## config.mk

```make
export PLATFORM = sky130hd
export DESIGN_NAME = i2c_regfront
export DESIGN_NICKNAME = d
export VERILOG_FILES = /design/src/rtl/i2c_regfront.sv
export SDC_FILE = /design/constraint.sdc
export NUM_CORES = 1
export LEC_CHECK = 0
export BUFFER_PORTS_ARGS = -buffer_cell sky130_fd_sc_hd__buf_2
export CAP_MARGIN = 20
export CELL_PAD_IN_SITES_DETAIL_PLACEMENT = 0
export CELL_PAD_IN_SITES_GLOBAL_PLACEMENT = 1
export CORE_MARGIN = 1.5
export CORE_UTILIZATION = 46
export CTS_BUF_LIST = sky130_fd_sc_hd__clkbuf_16
export CTS_CLUSTER_SIZE = 24
export DETAILED_ROUTE_END_ITERATION = 16
export PLACE_DENSITY = 0.84
export SYNTH_ARGS = -nofsm -noshare
export SYNTH_HDL_FRONTEND = slang
export SYNTH_SLANG_ARGS = --single-unit
```

## constraint.sdc

```tcl
create_clock -name clk -period 3.1 [get_ports clk]
set_clock_uncertainty 0.15 [all_clocks]
set_input_delay 0.31 -clock clk [delete_from_list [all_inputs] [get_ports clk]]
set_output_delay 0.31 -clock clk [all_outputs]
set_load 0.1 [all_outputs]
```

## src/rtl/i2c_regfront.sv

```systemverilog
module i2c_regfront #(
  parameter int DEPTH      = 16,
  parameter int DIV_RESET  = 156
) (
  input  logic        clk,
  input  logic        rst_n,
  input  logic [5:0]  reg_addr,
  input  logic        reg_wr,
  input  logic        reg_rd,
  input  logic [15:0] reg_wdata,
  output logic [15:0] reg_rdata,
  output logic        irq,
  output logic [15:0] eng_clkdiv,
  output logic [15:0] eng_len,
  output logic [6:0]  eng_addr,
  output logic        eng_read,
  output logic        eng_nostop,
  output logic        eng_start,
  output logic        eng_abort,
  input  logic        eng_done,
  input  logic        eng_anack,
  input  logic        eng_dnack,
  output logic [7:0]  eng_tx_data,
  output logic        eng_tx_valid,
  input  logic        eng_tx_pop,
  input  logic [7:0]  eng_rx_data,
  input  logic        eng_rx_push,
  output logic        eng_rx_full
);
  localparam int PW = $clog2(DEPTH);
  localparam int CW = PW + 1;
  localparam logic [CW-1:0] FULL = CW'(DEPTH);

  localparam logic [5:0] A_DIV  = 6'h00;
  localparam logic [5:0] A_CTL0 = 6'h02;
  localparam logic [5:0] A_CTL1 = 6'h04;
  localparam logic [5:0] A_LEN  = 6'h06;
  localparam logic [5:0] A_TXD  = 6'h10;
  localparam logic [5:0] A_TXS  = 6'h18;
  localparam logic [5:0] A_RXD  = 6'h20;
  localparam logic [5:0] A_RXS  = 6'h28;

  logic [15:0]   clkdiv_q, len_q;
  logic [2:0]    en_q, ev_q, ev_d;
  logic [6:0]    taddr_q;
  logic          rd_q, nostop_q, start_q, abort_q;
  logic          tx_ie_q, rx_ie_q;
  logic [7:0]    tx_mem [DEPTH];
  logic [7:0]    rx_mem [DEPTH];
  logic [PW-1:0] tx_wp, tx_rp, rx_wp, rx_rp;
  logic [CW-1:0] tx_cnt, rx_cnt;

  wire wr_div  = reg_wr && reg_addr == A_DIV;
  wire wr_ctl0 = reg_wr && reg_addr == A_CTL0;
  wire wr_ctl1 = reg_wr && reg_addr == A_CTL1;
  wire wr_len  = reg_wr && reg_addr == A_LEN;
  wire wr_txs  = reg_wr && reg_addr == A_TXS;
  wire wr_rxs  = reg_wr && reg_addr == A_RXS;

  wire tx_push  = reg_wr && reg_addr == A_TXD && tx_cnt != FULL;
  wire tx_pop   = eng_tx_pop && tx_cnt != '0;
  wire tx_flush = wr_txs && reg_wdata[14];
  wire rx_push  = eng_rx_push && rx_cnt != FULL;
  wire rx_pop   = reg_rd && reg_addr == A_RXD && rx_cnt != '0;
  wire rx_flush = wr_rxs && reg_wdata[14];
  wire do_abort = wr_ctl1 && reg_wdata[13];

  wire tx_flag = tx_ie_q && tx_cnt != FULL;
  wire rx_flag = rx_ie_q && rx_cnt != '0;

  always_comb begin
    ev_d = ev_q;
    if (wr_ctl0)  ev_d = ev_d & ~reg_wdata[10:8];
    if (do_abort) ev_d = '0;
    ev_d = ev_d | {eng_dnack, eng_anack, eng_done};
  end

  always_ff @(posedge clk or negedge rst_n) begin
    if (!rst_n) begin
      clkdiv_q <= 16'(DIV_RESET);
      len_q    <= '0;
      en_q     <= '0;
      ev_q     <= '0;
      taddr_q  <= '0;
      rd_q     <= 1'b0;
      nostop_q <= 1'b0;
      start_q  <= 1'b0;
      abort_q  <= 1'b0;
      tx_ie_q  <= 1'b0;
      rx_ie_q  <= 1'b0;
    end else begin
      ev_q    <= ev_d;
      start_q <= wr_ctl1 && reg_wdata[8] && !reg_wdata[13];
      abort_q <= do_abort;
      if (wr_div)  clkdiv_q <= reg_wdata;
      if (wr_len)  len_q    <= reg_wdata;
      if (wr_ctl0) en_q     <= reg_wdata[2:0];
      if (wr_ctl1 && !reg_wdata[13]) begin
        taddr_q  <= reg_wdata[7:1];
        rd_q     <= reg_wdata[0];
        nostop_q <= reg_wdata[9];
      end
      if (wr_txs) tx_ie_q <= reg_wdata[15];
      if (wr_rxs) rx_ie_q <= reg_wdata[15];
    end
  end

  always_ff @(posedge clk or negedge rst_n) begin
    if (!rst_n) begin
      tx_wp <= '0; tx_rp <= '0; tx_cnt <= '0;
    end else if (tx_flush) begin
      tx_wp <= '0; tx_rp <= '0; tx_cnt <= '0;
    end else begin
      if (tx_push) tx_wp <= tx_wp + 1'b1;
      if (tx_pop)  tx_rp <= tx_rp + 1'b1;
      tx_cnt <= tx_cnt + CW'(tx_push) - CW'(tx_pop);
    end
  end

  always_ff @(posedge clk or negedge rst_n) begin
    if (!rst_n) begin
      rx_wp <= '0; rx_rp <= '0; rx_cnt <= '0;
    end else if (rx_flush) begin
      rx_wp <= '0; rx_rp <= '0; rx_cnt <= '0;
    end else begin
      if (rx_push) rx_wp <= rx_wp + 1'b1;
      if (rx_pop)  rx_rp <= rx_rp + 1'b1;
      rx_cnt <= rx_cnt + CW'(rx_push) - CW'(rx_pop);
    end
  end

  always_ff @(posedge clk) begin
    if (tx_push && !tx_flush) tx_mem[tx_wp] <= reg_wdata[7:0];
    if (rx_push && !rx_flush) rx_mem[rx_wp] <= eng_rx_data;
  end

  always_comb begin
    case (reg_addr)
      A_DIV:   reg_rdata = clkdiv_q;
      A_CTL0:  reg_rdata = {3'b000, rx_flag, tx_flag, ev_q, 5'b00000, en_q};
      A_CTL1:  reg_rdata = {6'b000000, nostop_q, 1'b0, taddr_q, rd_q};
      A_LEN:   reg_rdata = len_q;
      A_TXS:   reg_rdata = {tx_ie_q, 9'b0, 6'(tx_cnt)};
      A_RXD:   reg_rdata = {8'h00, (rx_cnt != '0) ? rx_mem[rx_rp] : 8'h00};
      A_RXS:   reg_rdata = {rx_ie_q, 9'b0, 6'(rx_cnt)};
      default: reg_rdata = '0;
    endcase
  end

  assign irq          = |(ev_q & en_q) | tx_flag | rx_flag;
  assign eng_clkdiv   = clkdiv_q;
  assign eng_len      = len_q;
  assign eng_addr     = taddr_q;
  assign eng_read     = rd_q;
  assign eng_nostop   = nostop_q;
  assign eng_start    = start_q;
  assign eng_abort    = abort_q;
  assign eng_tx_data  = (tx_cnt != '0) ? tx_mem[tx_rp] : 8'h00;
  assign eng_tx_valid = tx_cnt != '0;
  assign eng_rx_full  = rx_cnt == FULL;
endmodule

```

Word level (Yosys, flattened, before mapping). Memories as Yosys holds them, arrays and structs flattened. Index checks and enable logic that the tools add are counted.

Register bits: 77. RAM bits: 256. Memories kept: 2.

Add/sub/neg operators: 8. Multiplexer cells: 19. Equal/unequal tests: 10. Reduce and logical (&&, ||, !) cells: 33. Bitwise operators: 6.

Memories: rx_mem (words 16, bits a word 8, rd ports 1, clocked after memory_dff 0, wr ports 1, line 49) `logic [7:0] rx_mem [DEPTH];`; tx_mem (words 16, bits a word 8, rd ports 1, clocked after memory_dff 0, wr ports 1, line 48) `logic [7:0] tx_mem [DEPTH];`.

Operator list (count): case mux 16 bit (7 select lines) (1); two-way mux 4 bit (8); logical AND 1 bit (22); adder 4 x 1 -> 4 bit (second input constant) (4); two-way mux 8 bit (2); == test 6 x 3 -> 1 bit (second input constant) (2); == test 6 x 5 -> 1 bit (second input constant) (2); == test 6 bit (second input constant) (2); adder 5 x 1 -> 5 bit (2); two-way mux 5 bit (2); != test 5 bit (second input constant) (2); nonzero test 5 bit (2); subtractor 5 x 1 -> 5 bit (2); nonzero test 2 bit (4); bitwise AND 3 bit (2); == test 6 x 2 -> 1 bit (second input constant) (1); logical NOT 6 bit (1); two-way mux 3 bit (2); == test 5 bit (second input constant) (1); two-way mux 1 bit (4); logical NOT 1 bit (3); NOT 3 bit (1); bitwise OR 3 bit (1); OR reduction 3 bit (1); bitwise OR 1 bit (2).

Longest topological paths before layout.
Depth in word-level cells: 7. Depth in mapped cells: 16.

Least setup slack after synthesis. No wires, ideal clock.

Path kind: register to register. From: register rx_cnt[3]. To: register rx_cnt[4]. Arrival: 5.522 ns. Cell stages (with the launch flop): 16. Data required time: 2.824 ns. Path slack: -2.698 ns. Buffers on the path: 0. Cells stage by stage: dfrtp_1 -> inv_1 -> ha_1 -> nor4bb_1 -> nor2b_1 -> inv_1 -> ha_1 -> inv_1 -> ha_1 -> inv_1 -> fa_1 -> inv_1 -> a21oi_1 -> nor2_1 -> or3_1 -> a21oi_1.

Longest elaborated chain between the ends: 5.

RTL lines: start, declared (line 51) `logic [CW-1:0] tx_cnt, rx_cnt;`; start signal, assigned (line 128) `rx_cnt <= rx_cnt + CW'(rx_push) - CW'(rx_pop);`; != test 5 bit (line 63) `wire rx_push = eng_rx_push && rx_cnt != FULL;`; logical AND 1 bit (line 63); adder 5 x 1 -> 5 bit (line 128); subtractor 5 x 1 -> 5 bit * (line 128); two-way mux 5 bit * (line 123) `end else if (rx_flush) begin`.

Every way passes the cells marked *; elsewhere a longest branch is shown, timed or not. A chain may end at the register's enable or synchronous reset.

Worst setup path after layout.
From: register rx_cnt[3]. To: memory rx_mem[1][3], enable pin.

Longest elaborated chain between the ends: 5.

RTL lines: != test 5 bit (line 63); logical AND 1 bit (line 63); logical AND 1 bit (line 134) `if (rx_push && !rx_flush) rx_mem[rx_wp] <= eng_rx_data;`; two-way mux 1 bit (line 134); two-way mux 1 bit (implied by the code) (line 134); end, declared (line 49).

Every way passes these cells.

==> reports/qor.csv <==
stage,metric,value,unit
logic_synthesis,cell area after synthesis,14000,um2
layout,post-route cell area,16900,um2
sta,maximum clock frequency,0.328,GHz
logic_synthesis,Syn Inst Count,827,
placement,number of port buffers,108,
worst_setup_path,CP Capture Type,register,
clock_tree,clock slew at reported path FFs,0.06,ns
sta,Final Hold Fails,0,
layout,Final #Nets,1080,
sta,Max Transition Viols Final,0,
global_route,met3 Track Usage GR,2.98,%
clock_tree,CTS H-tree lvls,2,
clock_tree,Root Buffer,clkbuf_16,
worst_setup_path,worst setup path category,reg2reg,
detailed_routing,routed length per instance,21.8,um
detailed_routing,DRC,0,
floorplan,Die ar.,31400,um2
global_route,global route hottest layer,met2,
logic_synthesis,distinct cell type count after synthesis,57,
logic_synthesis,Post-Syn Area per Cell,16.9,um2
placement,dpl hpwl,20500,um
global_route,largest net degree at the start of global routing,78,
power,Pwr per Cell Area,824,nW/um2
logic_synthesis,leading area contributor after synthesis,edfxtp_1,
layout,n_diodes,0,
worst_setup_path,critical-path maximum fanout,5,
floorplan,chip height,177,um
logic_synthesis,Yosys top cell area share,55.0,%
layout,footprint of the multi-input gates,4220,um2
layout,"commonest non-fill, non-tap cell in the layout",edfxtp_1,
power,leakage power,6.43,nW
logic_synthesis,Main synth FF type,edfxtp_1,
sta,Min Hold Slack,0.0308,ns
layout,share of layout cells above drive strength 1,37.1,%
sta,Max-slew headroom,24.0,%
logic_synthesis,Post-Syn Nets,890,
logic_synthesis,Ys Warns,0,
layout,most frequent cells in the layout,"256 x edfxtp_1, 98 x buf_2, 75 x buf_4, 69 x dfrtp_1, 55 x mux4_2",
sta,post-route clock period utilization,98.4,%
detailed_routing,vias per cell,5.61,
power,Worst VDD drop,0.776,mV
worst_setup_path,CP Data Required Time,3.16,ns
global_route,met2 usage,34.3,%
placement,GPL Wtd Cong,0.789,
global_route,M1 GR Usage,25.8,%
sta,min cycle time layout,3.05,ns
sta,setup tns final,0,ns
global_route,first-pass GRT wire length,46500,um
floorplan,Starting Density,46.9,%
global_route,number of global-route vias before repair,8057,
clock_tree,clk sinks,333,
layout,Area Growth Syn to Fin,21.1,%
detailed_routing,detailed-route via count,8009,
global_route,total grt overflow,0,
floorplan,core footprint,29800,um2
floorplan,std cell rows,63,
logic_synthesis,async set or reset register ratio after synthesis,23.1,%
sta,Worst-Margin Slew,1.13,ns
sta,setup violators final,0,
power,Pwr Total,0.0140,W
logic_synthesis,Post-synth EDFFs,256,
detailed_routing,DRT Wirelength,31100,um
worst_hold_path,hold crit path type,in2async,
layout,# fillers,2249,
clock_tree,clk_lat worst skew,0.51,ns
worst_setup_path,crit path launch type,register,
logic_synthesis,"top cells by area, synth","edfxtp_1 55%, dfrtp_1 13%, mux4_2 8.9%",
outcome,status,finished clean,
detailed_routing,"antenna viol nets, final",0,
layout,Register Area,9630,um2
placement,Area after DPL,15500,um2
logic_synthesis,"FF+latch count, synth",333,
detailed_routing,Pre-Repair DR Iteration Count,5,
clock_tree,Clock Path Buffers,3,
floorplan,io pins,109,
clock_tree,CTS Buf Count,35,
clock_tree,CTS tree,built,
flow_run,max-cap check violation count,0,
detailed_routing,First DRT Iteration DRCs,629,
global_route,initial antenna violation count,0,
global_route,All-Layer GR Usage,19.8,%
logic_synthesis,sequential area share after synthesis,68.8,%
worst_setup_path,worst path arrival time,3.11,ns
floorplan,chip width,177,um
-- flip-flops by register name (all words and copies together) (netlist names), 3 cells and up --
name        cells
tx_cnt          5
eng_addr        7
eng_len        16
rx_rp           4
tx_mem        128
tx_wp           4
rx_mem        128
tx_rp           4
en_q            3
rx_cnt          5
ev_q            3
rx_wp           4
eng_clkdiv     16
-- cells in the mapped netlist, types with 4 or more instances --
cell / count
mux2i_1: 36
o22ai_1: 8
xor2_1: 12
nand2_1: 32
nor2b_1: 12
a211oi_1: 4
edfxtp_1: 256
dfrtp_1: 73
and2_1: 6
mux4_2: 55
xnor2_1: 5
nor4_1: 4
nand3_1: 11
dfstp_2: 4
nand4_1: 7
a222oi_1: 8
buf_2: 20
o21ai_0: 13
buf_1: 5
ha_1: 22
a22oi_1: 18
nand2b_1: 5
clkbuf_1: 16
nor3_1: 8
a21oi_1: 14
mux2_2: 34
and3_1: 4
inv_1: 30
a31oi_1: 4
mux2_1: 6
mux2_4: 8
nor2_1: 44
-- per-stage QoR --
step,cells,utilization (%),setup slack (ns)
global route,1428,56.8,-0.0234
CTS,1418,56.3,-0.0172
global placement,1345,52.0,-0.195
detailed placement,1345,52.0,-0.236
floorplan,827,-,-0.608
finish,1428,56.8,0.0495
-- kinds of logic (layout without fill, tap and decap cells) --
family                   Yosys count  count (layout)  synth area share (%)
flip-flops                       333             333                  68.8
AND/OR/NAND/NOR                  156             156                  5.93
multiplexers                     139             139                  15.5
AO/OA/AOI/OAI                     84              84                  4.15
buffers and inverters             74             285                  2.27
adder cells (fa/ha/maj)           24              24                  2.26
XOR/XNOR                          17              17                  1.07
-- metal layers --
metal | vias up | share of wire [%]
li1 | 3601 | -
met1 | 4116 | 40
met2 | 235 | 52
met3 | 57 | 5.3
met4 | 0 | 2.4
met5 | - | 0
-- area by class of cell --
cell class              instances  share of cell area [%]
multi-input cells             420                    24.9
well taps                     390                    2.88
inverters                      30                   0.665
flip-flops and latches        333                    56.9
clock inverters                23                    1.07
clock buffers                  35                    5.18
repair buffers                197                    8.37
-- repair_timing --
action | 4_1_cts | 5_1_grt
hold endpoints to repair | 97 | 0
setup endpoints to repair | 11 | 8
setup buffers | 2 | 8
gates cloned | 0 | 1
pin swaps | 0 | 6
hold buffers | 13 | 0
resized for setup | 14 | 16
-- worst max-delay path, stage by stage, from the launching register on --
cell      delay [ns]
dfrtp_1         0.36
inv_2           0.06
ha_4            0.15
nor4bb_4        0.15
nor2b_2         0.13
inv_1           0.11
nor2_1          0.25
nand2_1         0.20
nor3_1          0.90
buf_4           0.30
-- where the power goes --
group / total [W] / switching [W] / internal, W
logic: 0.00456 / 0.00294 / 0.00161
clock network: 0.00392 / 0.00163 / 0.00229
registers: 0.00547 / 0.000256 / 0.00522
total: 0.0140 / 0.00483 / 0.00912
-- path summary, 6_finish.rpt --
check / cells after the start / slack, ns / startpoint / end
setup reg to reg: 9 / 0.05 / rx_cnt[3] / rx_mem[1][3]
setup / recovery: 9 / 0.05 / rx_cnt[3] / rx_mem[1][3]
hold reg to reg: 1 / 0.38 / eng_addr[1] / eng_addr[1]
max in group asynchronous: 3 / 2.15 / rst_n / eng_clkdiv[2]
hold / removal: 2 / 0.03 / rst_n / eng_clkdiv[10]
min in group clk: 1 / 0.04 / eng_rx_data[7] / rx_mem[10][7]
Power figures use the tool's default switching activity.
